### src/rtl/fir_cf_pkg.sv
package fir_cf_pkg;

  // Strobes from control to datapath
  typedef struct packed {
    logic inject;     // a sample enters the first x stage this cycle
    logic loadShift;  // shift coefficient chain by one
  } strobe_t;

endpackage

### src/rtl/fir_cf_cell.sv
module fir_cf_cell #(
  parameter int DATA_W = 8,
  parameter int ACC_W  = 18
) (
  input  logic                     clk,
  input  logic                     rstN,
  input  logic signed [DATA_W-1:0] weight,
  input  logic signed [DATA_W-1:0] xHere,
  input  logic signed [ACC_W-1:0]  yIn,
  output logic signed [ACC_W-1:0]  yOut
);

  localparam int PROD_W = 2 * DATA_W;

  logic signed [PROD_W-1:0] prod;

  always_comb prod = weight * xHere;

  // Partial sum picks up this cell's product and moves one cell on
  always_ff @(posedge clk or negedge rstN) begin
    if (!rstN) yOut <= '0;
    else       yOut <= yIn + ACC_W'(prod);
  end

endmodule

### src/rtl/fir_cf_ctrl.sv
module fir_cf_ctrl
  import fir_cf_pkg::*;
#(
  parameter int LATENCY = 2
) (
  input  logic    clk,
  input  logic    rstN,
  input  logic    coefLoad,
  input  logic    sampleValid,
  output logic    sampleReady,
  output logic    resultValid,
  output strobe_t stb
);

  logic               lastTaken;
  logic               take;
  logic [LATENCY-1:0] validPipe;

  always_comb begin
    sampleReady   = !coefLoad && !lastTaken;
    take          = sampleValid && sampleReady;
    stb.inject    = take;
    stb.loadShift = coefLoad;
  end

  always_ff @(posedge clk or negedge rstN) begin
    if (!rstN) lastTaken <= 1'b0;
    else       lastTaken <= take;
  end

  // Valid flag rides along with the bubble pattern
  generate
    if (LATENCY == 1) begin : gOneStage
      always_ff @(posedge clk or negedge rstN) begin
        if (!rstN) validPipe <= '0;
        else       validPipe <= take;
      end
    end else begin : gMultiStage
      always_ff @(posedge clk or negedge rstN) begin
        if (!rstN) validPipe <= '0;
        else       validPipe <= {validPipe[LATENCY-2:0], take};
      end
    end
  endgenerate

  assign resultValid = validPipe[LATENCY-1];

endmodule

### src/rtl/fir_cf_datapath.sv
module fir_cf_datapath
  import fir_cf_pkg::*;
#(
  parameter int TAPS   = 4,
  parameter int DATA_W = 8,
  parameter int ACC_W  = 18
) (
  input  logic                     clk,
  input  logic                     rstN,
  input  strobe_t                  stb,
  input  logic signed [DATA_W-1:0] coefIn,
  input  logic signed [DATA_W-1:0] sampleIn,
  output logic signed [ACC_W-1:0]  resultOut
);

  logic signed [DATA_W-1:0] xLine  [TAPS];
  logic signed [DATA_W-1:0] wLine  [TAPS];
  logic signed [ACC_W-1:0]  yChain [TAPS+1];

  // Sample stage of cell 0: a bubble carries zero
  always_ff @(posedge clk or negedge rstN) begin
    if (!rstN)           xLine[0] <= '0;
    else if (stb.inject) xLine[0] <= sampleIn;
    else                 xLine[0] <= '0;
  end

  // Coefficient entry at the far cell
  always_ff @(posedge clk or negedge rstN) begin
    if (!rstN)              wLine[TAPS-1] <= '0;
    else if (stb.loadShift) wLine[TAPS-1] <= coefIn;
  end

  generate
    for (genvar j = 1; j < TAPS; j++) begin : gXStage
      always_ff @(posedge clk or negedge rstN) begin
        if (!rstN) xLine[j] <= '0;
        else       xLine[j] <= xLine[j-1];
      end
    end

    for (genvar j = 0; j < TAPS - 1; j++) begin : gWStage
      always_ff @(posedge clk or negedge rstN) begin
        if (!rstN)              wLine[j] <= '0;
        else if (stb.loadShift) wLine[j] <= wLine[j+1];
      end
    end

    for (genvar j = 0; j < TAPS; j++) begin : gCell
      fir_cf_cell #(
        .DATA_W(DATA_W),
        .ACC_W (ACC_W)
      ) uCell (
        .clk   (clk),
        .rstN  (rstN),
        .weight(wLine[j]),
        .xHere (xLine[j]),
        .yIn   (yChain[j+1]),
        .yOut  (yChain[j])
      );
    end
  endgenerate

  // Partial sums start empty at the far end
  assign yChain[TAPS] = '0;
  assign resultOut    = yChain[0];

endmodule

### src/rtl/fir_counterflow.sv
module fir_counterflow
  import fir_cf_pkg::*;
#(
  parameter int TAPS   = 4,
  parameter int DATA_W = 8,
  parameter int ACC_W  = 2 * DATA_W + $clog2(TAPS)
) (
  input  logic              clk,
  input  logic              rstN,
  input  logic              coefLoad,
  input  logic [DATA_W-1:0] coefIn,
  input  logic              sampleValid,
  input  logic [DATA_W-1:0] sampleIn,
  output logic              sampleReady,
  output logic              resultValid,
  output logic [ACC_W-1:0]  resultOut
);

  localparam int LATENCY = 2;

  strobe_t                  stb;
  logic signed [ACC_W-1:0]  sumOut;

  fir_cf_ctrl #(
    .LATENCY(LATENCY)
  ) uCtrl (
    .clk        (clk),
    .rstN       (rstN),
    .coefLoad   (coefLoad),
    .sampleValid(sampleValid),
    .sampleReady(sampleReady),
    .resultValid(resultValid),
    .stb        (stb)
  );

  fir_cf_datapath #(
    .TAPS  (TAPS),
    .DATA_W(DATA_W),
    .ACC_W (ACC_W)
  ) uPath (
    .clk      (clk),
    .rstN     (rstN),
    .stb      (stb),
    .coefIn   (coefIn),
    .sampleIn (sampleIn),
    .resultOut(sumOut)
  );

  assign resultOut = sumOut;

endmodule

### config.mk
export PLATFORM = sky130hd
export DESIGN_NAME = fir_counterflow
export DESIGN_NICKNAME = d
export VERILOG_FILES = /design/src/rtl/fir_cf_pkg.sv /design/src/rtl/fir_cf_cell.sv /design/src/rtl/fir_cf_ctrl.sv /design/src/rtl/fir_cf_datapath.sv /design/src/rtl/fir_counterflow.sv
export SDC_FILE = /design/constraint.sdc
export NUM_CORES = 1
export LEC_CHECK = 0
export BUFFER_PORTS_ARGS = -buffer_cell sky130_fd_sc_hd__buf_2
export CORE_ASPECT_RATIO = 1.75
export CORE_MARGIN = 2
export CORE_UTILIZATION = 57
export CTS_CLUSTER_DIAMETER = 100
export DETAILED_ROUTE_END_ITERATION = 8
export PLACE_DENSITY_LB_ADDON = 0.25
export SKIP_CTS_REPAIR_TIMING = 1
export SLEW_MARGIN = 20
export SYNTH_ARGS = -nofsm -noshare
export SYNTH_HDL_FRONTEND = slang
export SYNTH_SLANG_ARGS = --single-unit
### constraint.sdc
create_clock -name clk -period 4.8 [get_ports clk]
set_input_delay 0.24 -clock clk [delete_from_list [all_inputs] [get_ports clk]]
set_output_delay 0.24 -clock clk [all_outputs]
set_load 0.01 [all_outputs]
== Word level (Yosys, flattened, before mapping) ==
Cells that the tools add are included.

* Bits in latches: 0
* Flip-flop bits (word level): 137
* Bits in read-only memories: 0
* Input bits: 20
* Memories: 0
* Memory bits (writable): 0
* Output and inout bits: 20

* Magnitude comparators: 0
* Multipliers: 4
* Bitwise gates (word level): 0
* Divide/modulo/power cells: 0
* Multiplexer cells: 1
* $add $sub $neg: 3
* Shift-type cells: 0
* Equal/unequal tests: 0
* Reduce and logical (&&, ||, !) cells: 4

{| class="wikitable"
|+ Operators by type and width
! kind !! count
|-
| 8-bit by 8-bit multiplier with 16-bit output || 4
|-
| 18-bit by 16-bit adder with 18-bit output || 2
|-
| 16-bit by 16-bit adder with 17-bit output || 1
|-
| 8-bit 2-to-1 mux || 1
|-
| 1-bit logical AND || 2
|-
| 1-bit logical NOT || 2
|}

== Depth between registers and ports, before layout ==
* Depth in word-level cells: 4
* Gate-level depth with buffers: 18
* Depth with buffers taken out: 17

== Cells and area by module ==
From an unflattened synthesis, not the netlist that was laid out.

* Cells, all modules: 1553
* Area total of the unflattened synthesis: 17267.8 µm²

{| class="wikitable"
|+ Modules (own cells, without submodules)
! module !! times used !! area each (µm²) !! seq. area each (µm²) !! cells an instance
|-
| fir_cf_cell at uPath.gCell[1].uCell ... || 2 || 3786.1 || 450.4 || 365
|-
| fir_cf_cell at uPath.gCell[3].uCell || 1 || 3753.6 || 450.4 || 365
|-
| fir_cf_cell at uPath.gCell[0].uCell || 1 || 3661.0 || 450.4 || 343
|-
| fir_cf_datapath || 1 || 2199.6 || 1601.5 || 109
|-
| fir_cf_ctrl || 1 || 81.3 || 50.0 || 6
|}

== Worst setup path after synthesis ==
OpenSTA, ideal clock, no wires.

* Kind: reg-to-reg
* Start point: register uPath.xLine[24] (netlist bit)
* End point: register uPath.gCell[0].uCell.yOut[13]
* Required time: 4.696 ns
* Path buffers: 0
* Arrival: 4.931 ns
* Stages on the path, launching flop included: 16
* Setup slack: -0.234 ns
* Cell sequence: dfrtp_1 -> and2_1 -> inv_1 -> fa_1 -> inv_1 -> fa_1 -> fa_1 -> fa_1 -> fa_1 -> ha_1 -> a21oi_2 -> a21boi_1 -> o31a_1 -> o21ai_2 -> or4b_1 -> o311ai_1

* Word-level cells in the longest chain between the ends: 2

{| class="wikitable"
|+ Ends and longest elaborated chain
! item !! RTL line !! text
|-
| start: declaration || fir_cf_datapath.sv:16 || <nowiki>logic signed [DATA_W-1:0] xLine [TAPS];</nowiki>
|-
| 8-bit by 8-bit multiplier with 16-bit output || fir_cf_cell.sv:17 || <nowiki>always_comb prod = weight * xHere;</nowiki>
|-
| 18-bit by 16-bit adder with 18-bit output || fir_cf_cell.sv:22 || <nowiki>else yOut <= yIn + ACC_W'(prod);</nowiki>
|-
| end signal: assignment || fir_cf_cell.sv:22 ||
|-
| end: declaration || fir_cf_cell.sv:10 || <nowiki>output logic signed [ACC_W-1:0] yOut</nowiki>
|}

No other way between the ends.
A chain may end at the register's enable or synchronous reset.

== Worst setup path after layout ==
* Start point: register uPath.xLine[29] (netlist bit)
* End point: register uPath.gCell[0].uCell.yOut[13]

The elaborated chain is that of the path after synthesis.

==> qor.csv <==
metric;value;unit
HP Start;coefIn[3];
arrival time worst endpoint;5100;ps
area added between synthesis and finish;14.6;%
largest net degree at the start of global routing;101;
fmax;211;MHz
CTS buffer count;17;
Final Cycle Share;98.8;%
part of the power in combinational logic;63.7;%
Worst-Margin Slew;946;ps
Rows;80;
MaxCap Viol Count;0;
post-synthesis cell count;1466;
clock buffer depth;2;
total power draw;8.34;mW
GR Overflow Total;0;
Critical Path RT;5160;ps
wire per inst;17.1;microns
Final ANT Viol Nets;0;
CP max-delay cell;fa_1;
worst vdd ir;318;uV
area of the multi-input gates;0.0115;sq mm
Tmin final;4740;ps
Primary FF master, synth;dfrtp_1;
Sink Count;135;
GPL Wtd Cong;0.908;
Setup Skew;14.0;ps
Seq/Total Area, Yosys;21.3;%
proportion of layout cells with a drive suffix above 1;18.1;%
Detail Placement HPWL;27800;microns
Final setup viols;0;
Synth Register Bits;135;
kind of critical path;reg2reg;
dpl ws;-236;ps
input/output buffers;39;
Pleak;9.62;nW
worst setup slack after layout;57.5;ps
DRT Wirelength;33900;microns
Worst-path clk slew;70;ps
CTS tree;built;
clock power share;16.2;%
Nets;2070;
vias;10500;
Slew HR;37.0;%
Final Hold Fails;0;
syn_nets;1929;
H-tree Lvls;4;
ys async rst share;100;%
die height;225;microns
Ys Warns;0;
clk_lat worst skew;450;ps
switching power;3.58;mW
gr usage total;25.9;%
top post-synthesis cells by count;332 x inv_1, 291 x fa_1, 152 x ha_1;
Ant. Diodes;0;
internal power;4.76;mW
crit path from;uPath.xLine[29]$_DFF_PN0_;
CP Launch Type;register;
EDFF count, synth;0;
number of global-route vias before repair;12300;
Yosys cell types;54;
Most common cell on crit path;fa_1;
CP endpoint kind;register;
Reg power frac;20.1;%
cell with the most instances after synthesis;inv_1;
# fillers;2108;
drt pass-1 iters;6;
CP Max Fanout;5;
drt first-iter violations;290;
Root Driver;clkbuf_16;
top cell type's share of synthesized area;36.7;%
status;finished clean;
Starting Density;58.0;%
fin. max-slew vios;0;
die width;130;microns
RR Startpoint;uPath.xLine[29]$_DFF_PN0_;
first-pass GRT wire length;57200;microns
switching share of total power;42.9;%
FF+latch area;0.00340;sq mm
Core Footprint;0.0273;sq mm
synthesized area;0.0159;sq mm
largest cells by area after synthesis;fa_1 37%, dfrtp_1 21%, ha_1 12%, inv_1 7.9%, and2_1 5.4%;
Worst path max stage delay;570;ps
area leader, netlist;fa_1;
RSZ-0062 raised after global routing;yes;
die area;0.0292;sq mm
Power Density;459;mW/mm^2
via-per-instance ratio;5.29;
initial antenna violation count;0;
post-synthesis area per instance;10.8;sq um
HP Class;in2reg;
critical path cell sequence;nand2_1, fa_1, fa_1, inv_1, fa_1, fa_1, fa_2, ha_4, nand4_1, nor2_1, o31a_1, o21ai_2, or4b_1, o311ai_1;
DRC;0;
I/O Pins;40;
==> per-layer routing <==
metal	share of wire, %	routed length (microns)	global-route usage, %
met4	6.3	2130	14.8
met5	0	0	0
met1	32	10700	23.8
met3	2.3	766	3.97
met2	60	20300	51.5
==> cells in the final DEF, fill, tap and decap left out, types with 4 or more instances in the layout <==
cell type | netlist | routed
nor3_1 | 8 | 7
xnor2_1 | 52 | 52
and2_1 | 138 | 131
o21bai_1 | 4 | 4
nor2_1 | 24 | 24
inv_2 | 0 | 4
nor2b_1 | 23 | 22
fa_2 | 0 | 7
and3_1 | 10 | 10
fa_1 | 291 | 284
inv_8 | 0 | 5
mux2_2 | 35 | 35
a21oi_2 | 1 | 9
o21ai_0 | 12 | 8
nand2_1 | 99 | 97
dfrtp_1 | 135 | 116
ha_4 | 0 | 12
ha_1 | 152 | 137
a21oi_1 | 27 | 19
clkbuf_16 | 0 | 17
and2_4 | 0 | 6
nand2b_1 | 15 | 15
a21o_1 | 14 | 14
dfrtp_2 | 0 | 19
nand3_1 | 6 | 5
inv_1 | 332 | 328
buf_2 | 0 | 39
buf_4 | 0 | 103
xor2_1 | 16 | 16
==> logic make-up after synthesis <==
logic type / synth area share (%)
muxes: 2.55
xor gates and xnor gates: 3.75
buffers and inverters: 8.38
AOI/OAI and AO/OA: 4.25
and+or+nand+nor: 11.1
adders and majority gates: 48.7
DFF: 21.3
==> state kept, by name, indices dropped and copies added, names as in the netlist <==
name and flops:
uCtrl.validPipe 2, uPath.gCell.uCell.yOut 69, uPath.wLine 32, uPath.xLine 32
==> stage by stage <==
stage	cells	TNS (ps)	utilization, %	cell area, sq um	hold WS (ps)
after floorplan	1466	-40.3	-	15900	-55.6
after global placement	1942	-581	62.7	17100	357
after detailed placement	1942	-1130	62.7	17100	372
after CTS	1974	-1470	64.9	17700	-60.6
after global routing	1989	-126	66.5	18200	5.43
final	1989	0	66.5	18200	14.8
==> area by class of cell <==
class	count	area share [%]
multi-input cells	977	63.1
flip-flops and latches	135	18.7
inverters	332	6.85
repair buffers	144	5.44
well taps	369	2.54
clock buffers	17	2.34
clock inverters	15	0.977
==> critical path: cells and delay by family (launching register included) <==
kind                     cells  cell delay, ps
AO/OA/AOI/OAI                3             620
adder cells (fa/ha/maj)      6            2830
buffers and inverters        1              50
flip-flops                   1             430
AND/OR/NAND/NOR              4             700
==> worst paths after layout <==
check                                                          end  slack [ps]  cells after the start
setup / recovery           uPath.gCell[0].uCell.yOut[13]$_DFF_PN0_          60                     14
hold / removal                          uPath.wLine[3]$_DFFE_PN0P_          10                      2
setup reg to reg           uPath.gCell[0].uCell.yOut[13]$_DFF_PN0_          60                     14
hold reg to reg                       uCtrl.validPipe[1]$_DFF_PN0_         390                      0
max in group asynchronous                uPath.xLine[19]$_DFF_PN0_        3200                      3
min in group asynchronous   uPath.gCell[0].uCell.yOut[6]$_DFF_PN0_         460                      2
==> power by group through the flow <==
stage	combinational, mW	clock, mW	sequential, mW
final	5.31	1.35	1.68
after floorplan	3.47	0	1.68
after CTS	4.91	1.37	1.68
after global placement	4.69	0	1.69
after global routing	6.05	1.42	1.72
after detailed placement	4.86	0	1.70
Power figures use the tool's default switching activity.
